--- src/rtl/fb_sync_pkg.sv ---
package fb_sync_pkg;

  function automatic int unsigned ring_next(input int unsigned i, input int unsigned n);
    return (i + 1 >= n) ? 0 : i + 1;
  endfunction

  function automatic int unsigned ring_prev(input int unsigned i, input int unsigned n);
    return (i == 0) ? n - 1 : i - 1;
  endfunction

  function automatic logic [63:0] buf_base(input logic [63:0] base,
                                           input logic [63:0] stride,
                                           input int unsigned idx);
    return base + stride * 64'(idx);
  endfunction

endpackage

--- src/rtl/fb_rise_det.sv ---
module fb_rise_det (
  input  logic clk,
  input  logic rst_n,
  input  logic sig,
  output logic rise
);
  logic sig_q;

  always_ff @(posedge clk) begin
    if (!rst_n) sig_q <= 1'b0;
    else        sig_q <= sig;
  end

  assign rise = sig & ~sig_q;
endmodule

--- src/rtl/fb_wr_side.sv ---
module fb_wr_side #(
  parameter int unsigned NBUF = 3,
  parameter int unsigned IW   = 2,
  parameter int unsigned AW   = 32,
  parameter int unsigned PW   = 24,
  parameter int unsigned FW   = 16,
  parameter int unsigned CW   = 5
) (
  input  logic          clk,
  input  logic          rst_n,
  input  logic          fs,
  input  logic          cap_active,
  input  logic [PW-1:0] cap_pixel,
  input  logic [AW-1:0] cfg_base,
  input  logic [AW-1:0] cfg_stride,
  output logic          wr_req,
  output logic [AW-1:0] wr_addr,
  output logic [PW-1:0] wr_data,
  output logic [IW-1:0] idx_q,
  output logic [IW-1:0] idx_nx,
  output logic          done_nx
);
  logic [CW-1:0] cnt_q, cnt_e;
  logic          started_q, live, done_q, accept;

  always_comb begin
    idx_nx  = fs ? IW'(fb_sync_pkg::ring_next(32'(idx_q), NBUF)) : idx_q;
    cnt_e   = fs ? '0 : cnt_q;
    live    = started_q | fs;
    done_nx = done_q | (fs & started_q);
    accept  = cap_active & live & (cnt_e < CW'(FW));
  end

  always_ff @(posedge clk) begin
    if (!rst_n) begin
      idx_q     <= IW'(NBUF - 1);
      cnt_q     <= '0;
      started_q <= 1'b0;
      done_q    <= 1'b0;
      wr_req    <= 1'b0;
      wr_addr   <= '0;
      wr_data   <= '0;
    end else begin
      idx_q     <= idx_nx;
      started_q <= live;
      done_q    <= done_nx;
      cnt_q     <= accept ? cnt_e + 1'b1 : cnt_e;
      wr_req    <= accept;
      if (accept) begin
        wr_addr <= AW'(fb_sync_pkg::buf_base(64'(cfg_base), 64'(cfg_stride), 32'(idx_nx)))
                   + AW'(cnt_e);
        wr_data <= cap_pixel;
      end
    end
  end
endmodule

--- src/rtl/fb_rd_side.sv ---
module fb_rd_side #(
  parameter int unsigned NBUF = 3,
  parameter int unsigned IW   = 2,
  parameter int unsigned AW   = 32
) (
  input  logic          clk,
  input  logic          rst_n,
  input  logic          disp_fstart,
  input  logic [IW-1:0] wr_idx_nx,
  input  logic          wr_done_nx,
  input  logic [AW-1:0] cfg_base,
  input  logic [AW-1:0] cfg_stride,
  output logic [IW-1:0] rd_idx,
  output logic [AW-1:0] rd_base,
  output logic          rd_black
);
  logic [IW-1:0] lag_idx;

  assign lag_idx = IW'(fb_sync_pkg::ring_prev(32'(wr_idx_nx), NBUF));

  always_ff @(posedge clk) begin
    if (!rst_n) begin
      rd_idx   <= '0;
      rd_base  <= '0;
      rd_black <= 1'b1;
    end else if (disp_fstart) begin
      rd_idx   <= lag_idx;
      rd_base  <= AW'(fb_sync_pkg::buf_base(64'(cfg_base), 64'(cfg_stride), 32'(lag_idx)));
      rd_black <= ~wr_done_nx;
    end
  end
endmodule

--- src/rtl/fb_tri_sync.sv ---
module fb_tri_sync #(
  parameter int unsigned NBUF  = 3,
  parameter int unsigned H_ACT = 742,
  parameter int unsigned V_ACT = 480,
  parameter int unsigned AW    = 32,
  parameter int unsigned PW    = 24
) (
  input  logic                    clk,
  input  logic                    rst_n,
  input  logic [AW-1:0]           cfg_base,
  input  logic [AW-1:0]           cfg_stride,
  input  logic                    cap_vsync,
  input  logic                    cap_active,
  input  logic [PW-1:0]           cap_pixel,
  input  logic                    disp_fstart,
  output logic                    wr_req,
  output logic [AW-1:0]           wr_addr,
  output logic [PW-1:0]           wr_data,
  output logic [$clog2(NBUF)-1:0] wr_buf,
  output logic [$clog2(NBUF)-1:0] rd_idx,
  output logic [AW-1:0]           rd_base,
  output logic                    rd_black
);
  localparam int unsigned IW = $clog2(NBUF);
  localparam int unsigned FW = H_ACT * V_ACT;
  localparam int unsigned CW = $clog2(FW + 1);

  // Internal events brought out by name for the checker
  logic          wr_fs_evt;
  logic [IW-1:0] wr_idx_nx;
  logic          wr_done_nx;

  fb_rise_det u_vs (
    .clk  (clk),
    .rst_n(rst_n),
    .sig  (cap_vsync),
    .rise (wr_fs_evt)
  );

  fb_wr_side #(.NBUF(NBUF), .IW(IW), .AW(AW), .PW(PW), .FW(FW), .CW(CW)) u_wr (
    .clk       (clk),
    .rst_n     (rst_n),
    .fs        (wr_fs_evt),
    .cap_active(cap_active),
    .cap_pixel (cap_pixel),
    .cfg_base  (cfg_base),
    .cfg_stride(cfg_stride),
    .wr_req    (wr_req),
    .wr_addr   (wr_addr),
    .wr_data   (wr_data),
    .idx_q     (wr_buf),
    .idx_nx    (wr_idx_nx),
    .done_nx   (wr_done_nx)
  );

  fb_rd_side #(.NBUF(NBUF), .IW(IW), .AW(AW)) u_rd (
    .clk        (clk),
    .rst_n      (rst_n),
    .disp_fstart(disp_fstart),
    .wr_idx_nx  (wr_idx_nx),
    .wr_done_nx (wr_done_nx),
    .cfg_base   (cfg_base),
    .cfg_stride (cfg_stride),
    .rd_idx     (rd_idx),
    .rd_base    (rd_base),
    .rd_black   (rd_black)
  );
endmodule

--- config.mk ---
export PLATFORM = sky130hd
export DESIGN_NAME = fb_tri_sync
export DESIGN_NICKNAME = d
export VERILOG_FILES = /design/src/rtl/fb_sync_pkg.sv /design/src/rtl/fb_rise_det.sv /design/src/rtl/fb_wr_side.sv /design/src/rtl/fb_rd_side.sv /design/src/rtl/fb_tri_sync.sv
export SDC_FILE = /design/constraint.sdc
export NUM_CORES = 1
export LEC_CHECK = 0
export BUFFER_PORTS_ARGS = -buffer_cell sky130_fd_sc_hd__buf_2
export CORE_ASPECT_RATIO = 0.6
export CORE_MARGIN = 2
export CORE_UTILIZATION = 52
export CTS_CLUSTER_SIZE = 12
export DETAILED_ROUTE_END_ITERATION = 8
export PLACE_DENSITY_LB_ADDON = 0.25
export REMOVE_ABC_BUFFERS = 1
export SLEW_MARGIN = 20
export SYNTH_ARGS = -nofsm -noshare
export SYNTH_HDL_FRONTEND = slang
export SYNTH_SLANG_ARGS = --single-unit
--- constraint.sdc ---
create_clock -name clk -period 4.6 [get_ports clk]
set_clock_uncertainty 0.1 [all_clocks]
set_input_delay 0.23 -clock clk [delete_from_list [all_inputs] [get_ports clk]]
set_output_delay 0.23 -clock clk [all_outputs]
set_load 0.01 [all_outputs]
==> results.yml <==
run_status:
  status: "finished, violations left"
  violations: "setup timing"
floorplan:
  core_area_um2: 19800
  die_area_um2: 21200
  row_count: 40
  num_io_pins: 187
  start_util: 0.526
  die_h_um: 114
  die_w_um: 187
global_route:
  grt_busiest_layer: "met2"
  grt_util_all_layers: 0.260
  use_met2: 0.430
  grt_pass1_vias: 9406
  met1_usage: 0.340
  grt-ovfl-total: 0
  antenna_found_initial: 8
  grt_pass1_wl_um: 44900
  use_met3: 0.0683
  grt_max_degree: 62
routing:
  ant_nets: 0
  drt_iter0_markers: 601
  num_vias: 9856
  first_pass_iters: 5
  avgViaCountPerCell: 5.31
  drc_errors: 0
  routed_wirelength_um: 28100
  detail_route.wl_per_cell_um: 15.1
cts:
  cts_sinks: 116
  cts_tree: "done"
  cts_root_buf: "clkbuf_16"
  htree_levels: 4
  worstSkewPairLatency_ps: 430
  clock_path_buffers: 2
  clkSlewWorstSetupHoldPaths_ps: 60
  numCtsBuffers: 17
sta:
  worst_slack_ps: -45.4
  slew_viol_final: 0
  layout_min_cycle_time_ps: 4650
  holdWs_ps: 97.5
  hold_viol: 0
  setup_violations: 1
  worst_pin_slew_ps: 1050
  rsz0062_at_grt: "true"
  fmax_ghz: 0.215
  period_share: 1.01
  slew_headroom: 0.299
placed_design:
  placement.io_buffers: 186
  place_area_um2: 12000
  globalplace.congestion: 0.949
  dp.cells: 1784
  post-dp-hpwl_um: 20000
critical_path:
  rrSetupSlack_ps: -50
  crit_fanout: 7
  cp-startpoint: "u_vs.sig_q"
  worstSetupEndpoint: "u_wr.wr_addr[28]"
  crit_type: "reg -> reg"
  rr_endpoint: "u_wr.wr_addr[28]"
  critPathCaptureType: "register"
  crit_required_ps: 4870
  reg2reg_depth: 20
  cp-start-kind: "register"
  arrival_ps: 4910
  worstReg2RegStart: "u_vs.sig_q"
yosys:
  synth_ff_type: "dfxtp_1"
  syn_area_per_cell_um2: 7.89
  ys_types: 70
  yosysTopAreaCellShare: 0.223
  synth-seq-area-share: 0.223
  synthCells: 1321
  ys_warn_count: 0
  synth.area.top_cells: "dfxtp_1 22%, fa_1 15%, ha_1 9.2%, nand2_1 8.3%, inv_1 6.3%"
  ys_ff_latch: 116
  synth_area_leader_cell: "dfxtp_1"
  async_reset_ff_frac: 0
  synth_edf_count: 0
  synth_area_um2: 10400
final_layout:
  fin_nets: 1817
  fin_area_um2: 13500
  final_cells: 1857
  drive_gt1_frac: 0.251
  n_fill_cell: 1663
  area_growth_pct: 29.9
  final_core_util: 0.683
min_path:
  min_path_type: "in -> reg"
  hold_depth: 4
  worstHoldStart: "cfg_base[0]"
power:
  power_density_nw_per_um2: 364
  p_leak_nw: 6.73
  peakVddDrop_mv: 0.294
flow_run:
  cap_violations: 0
==> how the worst min path moves through the flow <==
| stage | endpoint | slack [ps] |
|---|---|---|
| floorplan | u_rd.rd_black | 190 |
| global placement | u_wr.wr_addr[6] | 340 |
| detailed placement | u_wr.wr_addr[20] | 340 |
| CTS | u_rd.rd_base[0] | 80 |
| global route | u_rd.rd_base[0] | 120 |
| finish | u_rd.rd_base[0] | 100 |
==> registers in the layout (all words and copies together) (netlist names), 2 cells and up <==
register	cells
u_wr.cnt_q	19
u_wr.idx_q	2
u_rd.rd_idx	2
u_rd.rd_base	32
u_wr.wr_data	24
u_wr.wr_addr	32
==> cells by family after synthesis <==
kind of cell	count (synthesis)	share of synthesized area
adders and majority gates	157	0.246
and+or+nand+nor	474	0.211
AOI/OAI and AO/OA	251	0.156
muxes	23	0.0221
xor gates and xnor gates	66	0.0555
buffers and inverters	234	0.0863
DFF	116	0.223
==> synthesized netlist by cell type, types with 6 or more instances <==
cell      number
and2_1        58
a21oi_1      100
nand3b_1       8
nand4_1       15
o21a_1         9
ha_1          77
a31oi_1       14
clkbuf_1      51
nand3_1       30
nor2_1        80
inv_1        175
nor3_1         7
o21ai_1        6
a21o_1        31
o21bai_1       7
xnor2_1       46
dfxtp_1      116
and3_1         8
nand2_1      231
fa_1          80
mux2i_1       23
or3_1          6
o21ai_0       31
xor2_1        20
a211oi_1      11
nor2b_1        7
==> power by group <==
part	switching, mW	total [mW]	internal (mW)
Combinational	1.28	2.35	1.06
Sequential	0.0602	1.19	1.13
Clock	0.519	1.39	0.871
==> worst max-delay path: stages, from the launching register on <==
cell and delay [ps]:
dfxtp_2 320, nor2b_2 140, nand2_2 90, o21ai_4 340, buf_6 180, and2_4 140, fa_1 420, inv_2 70
fa_1 450, inv_2 90, ha_4 190, a21o_1 160, a221o_1 350, a211o_1 310, a21oi_4 180, o2111ai_2 150
buf_4 170, a311oi_4 330, xnor2_1 160, nand2_1 90, a21oi_2 160
==> final cells by class <==
| cell class | count | area, µm² | area share |
|---|---|---|---|
| clock inverter | 14 | 176 | 0.0130 |
| tap | 273 | 342 | 0.0252 |
| multi-input combinational | 972 | 7750 | 0.573 |
| sequential | 116 | 2330 | 0.172 |
| inverter | 175 | 657 | 0.0485 |
| clock buffer | 18 | 439 | 0.0325 |
| timing repair buffer | 285 | 1830 | 0.136 |
| antenna | 4 | 10.0 | 0.000740 |
==> routing by layer <==
metal,part of all wire,vias up
met5,0.00096,-
met2,0.46,271
met1,0.46,4719
met4,0.011,4
met3,0.072,31
li1,-,4831
==> per-stage QoR <==
stage | TNS, ps | total power, mW | worst slack, ps
global route | -863 | 5.28 | -177
detailed placement | -632 | 3.29 | -141
finish | -45.4 | 4.92 | -45.4
CTS | 0 | 4.72 | 3.65
floorplan | -12210 | 2.62 | -624
global placement | -8.35 | 3.25 | -8.35
==> layout by cell type (no fill, tap or decap), types with 26 or more instances in the layout <==
cell and instances:
nand2_1 228, buf_2 186, inv_1 168, dfxtp_1 113, a21oi_1 91, nor2_1 78, fa_1 78, buf_4 61
ha_1 55, and2_1 53, xnor2_1 45, a21o_1 31, nand3_1 28, o21ai_0 26
==> timing repair <==
| action | 4_1_cts | 5_1_grt |
|---|---|---|
| endpoints found under the setup margin | 17 | 25 |
| hold endpoints to repair | 25 | 0 |
| pin swaps | 2 | 51 |
| gates resized for setup | 8 | 110 |
| hold buffers | 25 | 0 |
| setup buffers | 0 | 8 |
| cloned | 0 | 4 |
(Power assumes the default switching activity.)
